### config.mk
export PLATFORM = sky130hd
export DESIGN_NAME = cfg_port
export DESIGN_NICKNAME = d
export VERILOG_FILES = /design/src/rtl/cfg_pkg.sv /design/src/rtl/cfg_sync.sv /design/src/rtl/cfg_shift.sv /design/src/rtl/cfg_shadow.sv /design/src/rtl/cfg_port.sv
export SDC_FILE = /design/constraint.sdc
export NUM_CORES = 1
export LEC_CHECK = 0
export BUFFER_PORTS_ARGS = -buffer_cell sky130_fd_sc_hd__buf_2
export CELL_PAD_IN_SITES_DETAIL_PLACEMENT = 1
export CELL_PAD_IN_SITES_GLOBAL_PLACEMENT = 2
export CORE_UTILIZATION = 30
export DETAILED_ROUTE_END_ITERATION = 16
export PLACE_DENSITY_LB_ADDON = 0.1
export SLEW_MARGIN = 20
export SYNTH_ARGS = -nofsm -noshare
export SYNTH_HDL_FRONTEND = slang
export SYNTH_SLANG_ARGS = --single-unit
### constraint.sdc
create_clock -name clk -period 2.3 [get_ports clk]
set_input_delay 0.115 -clock clk [delete_from_list [all_inputs] [get_ports clk]]
set_output_delay 0.115 -clock clk [all_outputs]
set_load 0.03 [all_outputs]
### src/rtl/cfg_pkg.sv
package cfg_pkg;
  localparam int DATA_W  = 16;
  localparam int ADDR_W  = 3;
  localparam int FRAME_W = DATA_W + ADDR_W;

  typedef enum logic [ADDR_W-1:0] {
    ADR_RF  = 3'b000,
    ADR_REF = 3'b001,
    ADR_IF  = 3'b010,
    ADR_CTL = 3'b011
  } cfg_addr_e;

  localparam int TEST_W    = 4;
  localparam int CPHI_POS  = TEST_W;
  localparam int CPDBL_POS = TEST_W + 1;
  localparam int OSC_POS   = TEST_W + 2;
endpackage

### src/rtl/cfg_sync.sv
module cfg_sync #(
  parameter int W = 3,
  parameter int STAGES = 2,
  parameter logic [W-1:0] RST_VAL = '0
) (
  input  logic         clk,
  input  logic         rst_n,
  input  logic [W-1:0] d_in,
  output logic [W-1:0] q
);
  logic [STAGES-1:0][W-1:0] stg;

  always_ff @(posedge clk or negedge rst_n) begin
    if (!rst_n) begin
      for (int s = 0; s < STAGES; s++) stg[s] <= RST_VAL;
    end else begin
      stg[0] <= d_in;
      for (int s = 1; s < STAGES; s++) stg[s] <= stg[s-1];
    end
  end

  assign q = stg[STAGES-1];
endmodule

### src/rtl/cfg_shift.sv
module cfg_shift #(
  parameter int FRAME_W = 19
) (
  input  logic               clk,
  input  logic               rst_n,
  input  logic               shift_en,
  input  logic               bit_in,
  output logic [FRAME_W-1:0] frame
);
  always_ff @(posedge clk or negedge rst_n) begin
    if (!rst_n)        frame <= '0;
    else if (shift_en) frame <= {frame[FRAME_W-2:0], bit_in};
  end
endmodule

### src/rtl/cfg_shadow.sv
module cfg_shadow #(
  parameter int W = 16,
  parameter logic [W-1:0] RST_VAL = '0
) (
  input  logic         clk,
  input  logic         rst_n,
  input  logic         wr,
  input  logic [W-1:0] wdata,
  input  logic         tc,
  output logic [W-1:0] q
);
  logic [W-1:0] pend;
  logic         pend_v;

  always_ff @(posedge clk or negedge rst_n) begin
    if (!rst_n) begin
      pend   <= RST_VAL;
      pend_v <= 1'b0;
      q      <= RST_VAL;
    end else begin
      if (wr) begin
        pend   <= wdata;
        pend_v <= 1'b1;
      end else if (tc) begin
        pend_v <= 1'b0;
      end
      if (tc && pend_v) q <= pend;
    end
  end
endmodule

### src/rtl/cfg_port.sv
module cfg_port
  import cfg_pkg::*;
#(
  parameter int RF_W  = 16,
  parameter int IF_W  = 14,
  parameter int REF_W = 10,
  parameter int SUB_W = 4,
  parameter int SYNC_STAGES = 2,
  parameter logic [RF_W-1:0]  RF_RST  = RF_W'(512),
  parameter logic [IF_W-1:0]  IF_RST  = IF_W'(128),
  parameter logic [REF_W-1:0] REF_RST = REF_W'(8),
  parameter logic [SUB_W-1:0] SUB_RST = '0
) (
  input  logic             clk,
  input  logic             rst_n,
  input  logic             cfg_clk,
  input  logic             cfg_dat,
  input  logic             cfg_en_n,
  input  logic             rf_tc,
  input  logic             if_tc,
  input  logic             ref_tc,
  output logic [RF_W-1:0]  rf_ratio,
  output logic [IF_W-1:0]  if_ratio,
  output logic [REF_W-1:0] ref_ratio,
  output logic [SUB_W-1:0] sub_code,
  output logic             route_sel,
  output logic             cp_hi,
  output logic             cp_dbl,
  output logic             osc_en
);
  localparam int SUB_POS   = DATA_W - SUB_W;
  localparam int ROUTE_POS = SUB_POS - 1;
  localparam int REFPK_W   = 1 + SUB_W + REF_W;

  // synchronized pins: bit 0 serial clock, bit 1 data, bit 2 enable
  logic [2:0] pins_s;
  cfg_sync #(.W(3), .STAGES(SYNC_STAGES), .RST_VAL(3'b100)) u_sync (
    .clk(clk), .rst_n(rst_n),
    .d_in({cfg_en_n, cfg_dat, cfg_clk}),
    .q(pins_s)
  );

  logic sclk_d, en_d;
  always_ff @(posedge clk or negedge rst_n) begin
    if (!rst_n) begin
      sclk_d <= 1'b0;
      en_d   <= 1'b1;
    end else begin
      sclk_d <= pins_s[0];
      en_d   <= pins_s[2];
    end
  end

  logic en_idle, shift_en, load_stb;
  assign en_idle  = pins_s[2];
  assign shift_en = pins_s[0] & ~sclk_d & ~en_idle;
  assign load_stb = en_idle & ~en_d;

  logic [FRAME_W-1:0] frame;
  cfg_shift #(.FRAME_W(FRAME_W)) u_shift (
    .clk(clk), .rst_n(rst_n),
    .shift_en(shift_en), .bit_in(pins_s[1]),
    .frame(frame)
  );

  // address decode
  logic [ADDR_W-1:0] adr;
  logic ld_rf, ld_ref, ld_if, ld_ctl;
  logic [3:0] ld_vec;
  assign adr    = frame[ADDR_W-1:0];
  assign ld_rf  = load_stb && (adr == ADR_RF);
  assign ld_ref = load_stb && (adr == ADR_REF);
  assign ld_if  = load_stb && (adr == ADR_IF);
  assign ld_ctl = load_stb && (adr == ADR_CTL);
  assign ld_vec = {ld_ctl, ld_if, ld_ref, ld_rf};

  // data position p (reception order) sits at frame[FRAME_W-1-p]
  logic [DATA_W-1:0] dpos;
  for (genvar p = 0; p < DATA_W; p++) begin : g_pos
    assign dpos[p] = frame[FRAME_W-1-p];
  end

  logic [REFPK_W-1:0] ref_wdata, ref_q;
  assign ref_wdata = {dpos[ROUTE_POS], dpos[SUB_POS +: SUB_W], dpos[REF_W-1:0]};

  cfg_shadow #(.W(RF_W), .RST_VAL(RF_RST)) u_rf (
    .clk(clk), .rst_n(rst_n), .wr(ld_rf), .wdata(dpos[RF_W-1:0]),
    .tc(rf_tc), .q(rf_ratio)
  );

  cfg_shadow #(.W(IF_W), .RST_VAL(IF_RST)) u_if (
    .clk(clk), .rst_n(rst_n), .wr(ld_if), .wdata(dpos[IF_W-1:0]),
    .tc(if_tc), .q(if_ratio)
  );

  cfg_shadow #(.W(REFPK_W), .RST_VAL({1'b0, SUB_RST, REF_RST})) u_ref (
    .clk(clk), .rst_n(rst_n), .wr(ld_ref), .wdata(ref_wdata),
    .tc(ref_tc), .q(ref_q)
  );

  assign route_sel = ref_q[REFPK_W-1];
  assign sub_code  = ref_q[REF_W +: SUB_W];
  assign ref_ratio = ref_q[REF_W-1:0];

  // control word applies at once; test positions are not kept
  always_ff @(posedge clk or negedge rst_n) begin
    if (!rst_n) begin
      cp_hi  <= 1'b0;
      cp_dbl <= 1'b0;
      osc_en <= 1'b0;
    end else if (ld_ctl) begin
      cp_hi  <= dpos[CPHI_POS];
      cp_dbl <= dpos[CPDBL_POS];
      osc_en <= dpos[OSC_POS];
    end
  end
endmodule

[Yosys cells after proc, flatten, opt, wreduce, memory -nomap -nowiden]
Cells that the tools add are included.
Word-level totals
  word-level logic and storage cells: 43
  bits in registers: 123
  output and inout port bits: 48
  bits of input ports: 8
Cells by class
  reductions and logical operators: 11
  equal/unequal tests: 3
  bitwise gates (word level): 6
  multiplexer cells: 6
Operators with widths (count)
  1-bit logical AND: 7
  3-bit by 2-bit equality test with 1-bit output, second input constant: 2
  1-bit 2-to-1 mux: 6
  2-bit nonzero test: 3
  1-bit bitwise AND: 3
  3-bit by 1-bit equality test with 1-bit output, second input constant: 1
  3-bit zero test: 1
  1-bit NOT: 3

[Logic depth before layout (Yosys ltp)]
  depth after elaboration: 4
  gate-level depth with buffers: 5
  gate-level depth less buffers: 3

[Cells and area by module]
A second synthesis with hierarchy kept.
Second synthesis, totals
  cells, all modules: 265
  area, all modules: 4777.1 um2
By module, submodules not included
  cfg_shadow at u_rf: times used 1, cells an instance 71, area each 1288.7 um2, seq. area each 828.3 um2
  cfg_shadow at u_ref: times used 1, cells an instance 67, area each 1204.9 um2, seq. area each 778.2 um2
  cfg_shadow at u_if: times used 1, cells an instance 63, area each 1128.6 um2, seq. area each 728.2 um2
  cfg_shift: times used 1, cells an instance 40, area each 758.2 um2, seq. area each 475.5 um2
  cfg_port: times used 1, cells an instance 15, area each 221.5 um2, seq. area each 126.4 um2
  cfg_sync: times used 1, cells an instance 9, area each 175.2 um2, seq. area each 152.6 um2

[Worst setup path before layout]
OpenSTA, ideal clock, no wires.
  kind: register to register
  start point: register u_sync.stg (netlist bit u_sync.q[2])
  end point: register u_ref.pend[10]
  period minus slack after synthesis: 1.780 ns
  stages on the path, launching flop included: 6
  setup time: 0.125 ns
  slack: 0.520 ns
  data arrival time: 1.655 ns
  buffers on the path: 2
  data required time: 2.175 ns
  cells stage by stage: dfstp_2 -> nand2b_4 -> or4b_1 -> buf_6 -> buf_12 -> mux2_4
On the way
  word-level cells in the longest chain between the ends: 2
RTL lines
  start, declared: RTL line cfg_sync.sv:11  | logic [STAGES-1:0][W-1:0] stg;
  1-bit bitwise AND: RTL line cfg_port.sv:57  | assign load_stb = en_idle & ~en_d;
  1-bit logical AND: RTL line cfg_port.sv:72  | assign ld_ref = load_stb && (adr == ADR_REF);
  end signal, assigned: RTL line cfg_shadow.sv:22  | pend <= wdata;
  end, declared: RTL line cfg_shadow.sv:12  | logic [W-1:0] pend;
Every way passes these cells.
A chain may end at the register's enable or synchronous reset.

[Worst setup path after layout]
  start point: register u_sync.stg (netlist bit u_sync.q[2])
  end point: register u_ref.pend[7]
Same word-level chain as after synthesis.

==> flow_metrics.env <==
export IMPL_status="completed"
export IMPL_routed_wl_mm=8.68
export IMPL_wl_met1_mm=4.52
export IMPL_cp_arrival_ps=2080
export IMPL_setup_tns_ps=0
export IMPL_place_worst_setup_slack_ps=518
export IMPL_start_util_pct=31.1
export IMPL_worst_slack_ps=514
export IMPL_setup_viol=0
export IMPL_drive_above_1_share_pct=59.9
export IMPL_report_final_slew_viol_count=0
export IMPL_route_met3_wl_um=381
export IMPL_dp_hpwl_mm=5.67
export IMPL_htree_levels=4
export IMPL_yosysWarnings=0
export IMPL_antenna_left=0
export IMPL_final_nets=349
export IMPL_cp_startpoint="u_sync.q[2]"
export IMPL_ys_seq_area_share_pct=67.6
export IMPL_drtIter0Drc=72
export IMPL_worst_setup_path_type="flip-flop to flip-flop"
export IMPL_fin_crit_sh_pct=77.7
export IMPL_reg2reg_to="u_ref.pend[7]"
export IMPL_p_leak_nw=3.00
export IMPL_power_density_nw_per_um2=983
export IMPL_hold_ws_ps=210
export IMPL_syn_num_nets=269
export IMPL_r2r_start="u_sync.q[2]"
export IMPL_rsz0062_at_grt="no"
export IMPL_yosysTopAreaCell="dfrtp_1"
export IMPL_port_buffer_count=55
export IMPL_gr_total_overflow=0
export IMPL_ff2ff_path_depth=4
export IMPL_worstMarginPinSlew_ps=681
export IMPL_ff2ff_setup_slack_ps=510
export IMPL_period_minus_slack_ps=1790
export IMPL_globalplace_congestion=0.641
export IMPL_fmax_mhz=560
export IMPL_place_area_um2=5110
export IMPL_io_pins=56
export IMPL_core_um2=14700
export IMPL_netlist_instances=261
export IMPL_ys_ff_latch=123
export IMPL_synthToLayoutAreaGrowth_pct=25.2
export IMPL_ctsHoldBuffers=7
export IMPL_vias=2394
export IMPL_cts_setup_buffers=0
export IMPL_drv_cap=0
export IMPL_layout_common_cells="dfrtp_1 (114), mux2_2 (103), buf_2 (54), clkbuf_16 (17)"
export IMPL_grt_max_degree=68
export IMPL_die_area_um2=15700
export IMPL_cts_clk_slew_worst_paths_ps=50
export IMPL_cp_required_ps=2590
export IMPL_drc=0
export IMPL_wl_per_cell_um=16.1
export IMPL_clock_latency_ps=410
export IMPL_num_fill_cells=1492
export IMPL_grt_pass1_vias=2595
export IMPL_cts_tree="yes"
export IMPL_fin_skew_ps=6.25
export IMPL_crit_path_end_kind="flip-flop"
export IMPL_die_h_um=125
export IMPL_numCtsBuffers=17
export IMPL_dr_wl_met2_mm=3.63
export IMPL_final_common_cell="dfrtp_1"
export IMPL_antenna_found_initial=0
export IMPL_diodes=0
export IMPL_yosys_top_cells_area="dfrtp_1 (62%), mux2_2 (25%), dfstp_2 (5.2%)"
export IMPL_start_kind="flip-flop"
export IMPL_clk_path_buf_depth=2
export IMPL_maxUsedRoutingLayer="met4"
export IMPL_endpoint="u_ref.pend[7]"
export IMPL_hold_viol=0
export IMPL_viasPerCell=4.45
export IMPL_rows=44
export IMPL_syn_area_um2=4570
export IMPL_dr_pass1_iters=6
export IMPL_yosysTopAreaCellShare_pct=62.4
export IMPL_cts_root_buf="clkbuf_16"
export IMPL_hold_class="primary input to asynchronous set/reset pin"
export IMPL_crit_fanout=16
export IMPL_grt_pass1_wl_mm=14.8
export IMPL_track_usage_pct=12.7
export IMPL_relSlewSlack_pct=54.5
export IMPL_die_x_um=125
export IMPL_clock_sinks=123
export IMPL_cts_resized=0
export IMPL_ir_drop_uv=463
export IMPL_final_area_um2=5720
export IMPL_syn_area_per_cell_um2=17.5
export IMPL_ys_types=19
worst max-delay path, stage by stage (launching register included):
cell and delay (ps):
dfstp_2 580, nand2b_4 70, or4b_1 460, buf_4 230, mux2_4 320
stage by stage:
stage	power [W]	instances	utilization [%]
2_1_floorplan	0.00300	261	-
3_3_place_gp	0.00323	499	34.7
3_5_place_dp	0.00324	499	34.7
4_1_cts	0.00573	538	38.9
5_1_grt	0.00590	538	38.9
6_report	0.00562	538	38.9
how the worst min path moves through the flow:
stage                     startpoint    endpoint  slack [ps]  depth (start not counted)
after global routing           rst_n  u_ref.q[2]         240                          2
after CTS                      rst_n  u_ref.q[2]         210                          2
after detailed placement       rst_n  u_ref.q[2]         110                          1
final                          rst_n  u_ref.q[2]         210                          2
after floorplan                rst_n      cp_dbl        -180                          0
after global placement         rst_n  u_ref.q[1]         110                          1
power by group:
part	internal [W]	switching [W]
logic	0.000306	0.000305
clock network	0.00155	0.000875
registers	0.00240	0.000183
sequential cells by signal, summed over array words and instances, names as in the netlist:
register,cells
cp_dbl,1
cp_hi,1
en_d,1
osc_en,1
sclk_d,1
u_if.pend,14
u_if.pend_v,1
u_if.q,14
u_ref.pend,15
u_ref.pend_v,1
u_ref.q,15
u_rf.pend,16
u_rf.pend_v,1
u_rf.q,16
u_shift.frame,19
u_sync.q,3
u_sync.stg,3
cell families (layout without fill, tap and decap cells):
| group | after synthesis | in the layout | share of synthesized area [%] |
|---|---|---|---|
| flops | 123 | 123 | 67.6 |
| mux | 112 | 112 | 28.3 |
| buf+inv | 13 | 106 | 1.72 |
| simple gates | 10 | 10 | 1.89 |
| compound gates | 3 | 3 | 0.438 |
per-layer routing:
layer / global-route usage (%) / up-vias
met3: 4.92 / 12
met5: 0 / -
met1: 17.9 / 1241
li1: - / 1087
met4: 6.03 / 0
met2: 16.7 / 54
synthesized netlist by cell type, drive strengths merged:
cell	count
nand2b	1
o21ai	1
clkbuf	2
nor4	1
dfstp	9
nor2b	1
inv	3
mux2	112
a21o	2
nor3b	1
and4bb	1
or4b	1
dfrtp	114
buf	8
nand2	4
final cells by class:
| cell class | count | area, µm² | area share (%) |
|---|---|---|---|
| repair buffers | 71 | 440 | 7.70 |
| well taps | 184 | 230 | 4.03 |
| inverters | 3 | 11.3 | 0.197 |
| multi-input cells | 125 | 1410 | 24.6 |
| clock buffers | 32 | 542 | 9.47 |
| flip-flops and latches | 123 | 3090 | 54.0 |
No activity file was read; power rests on OpenSTA's default activity.
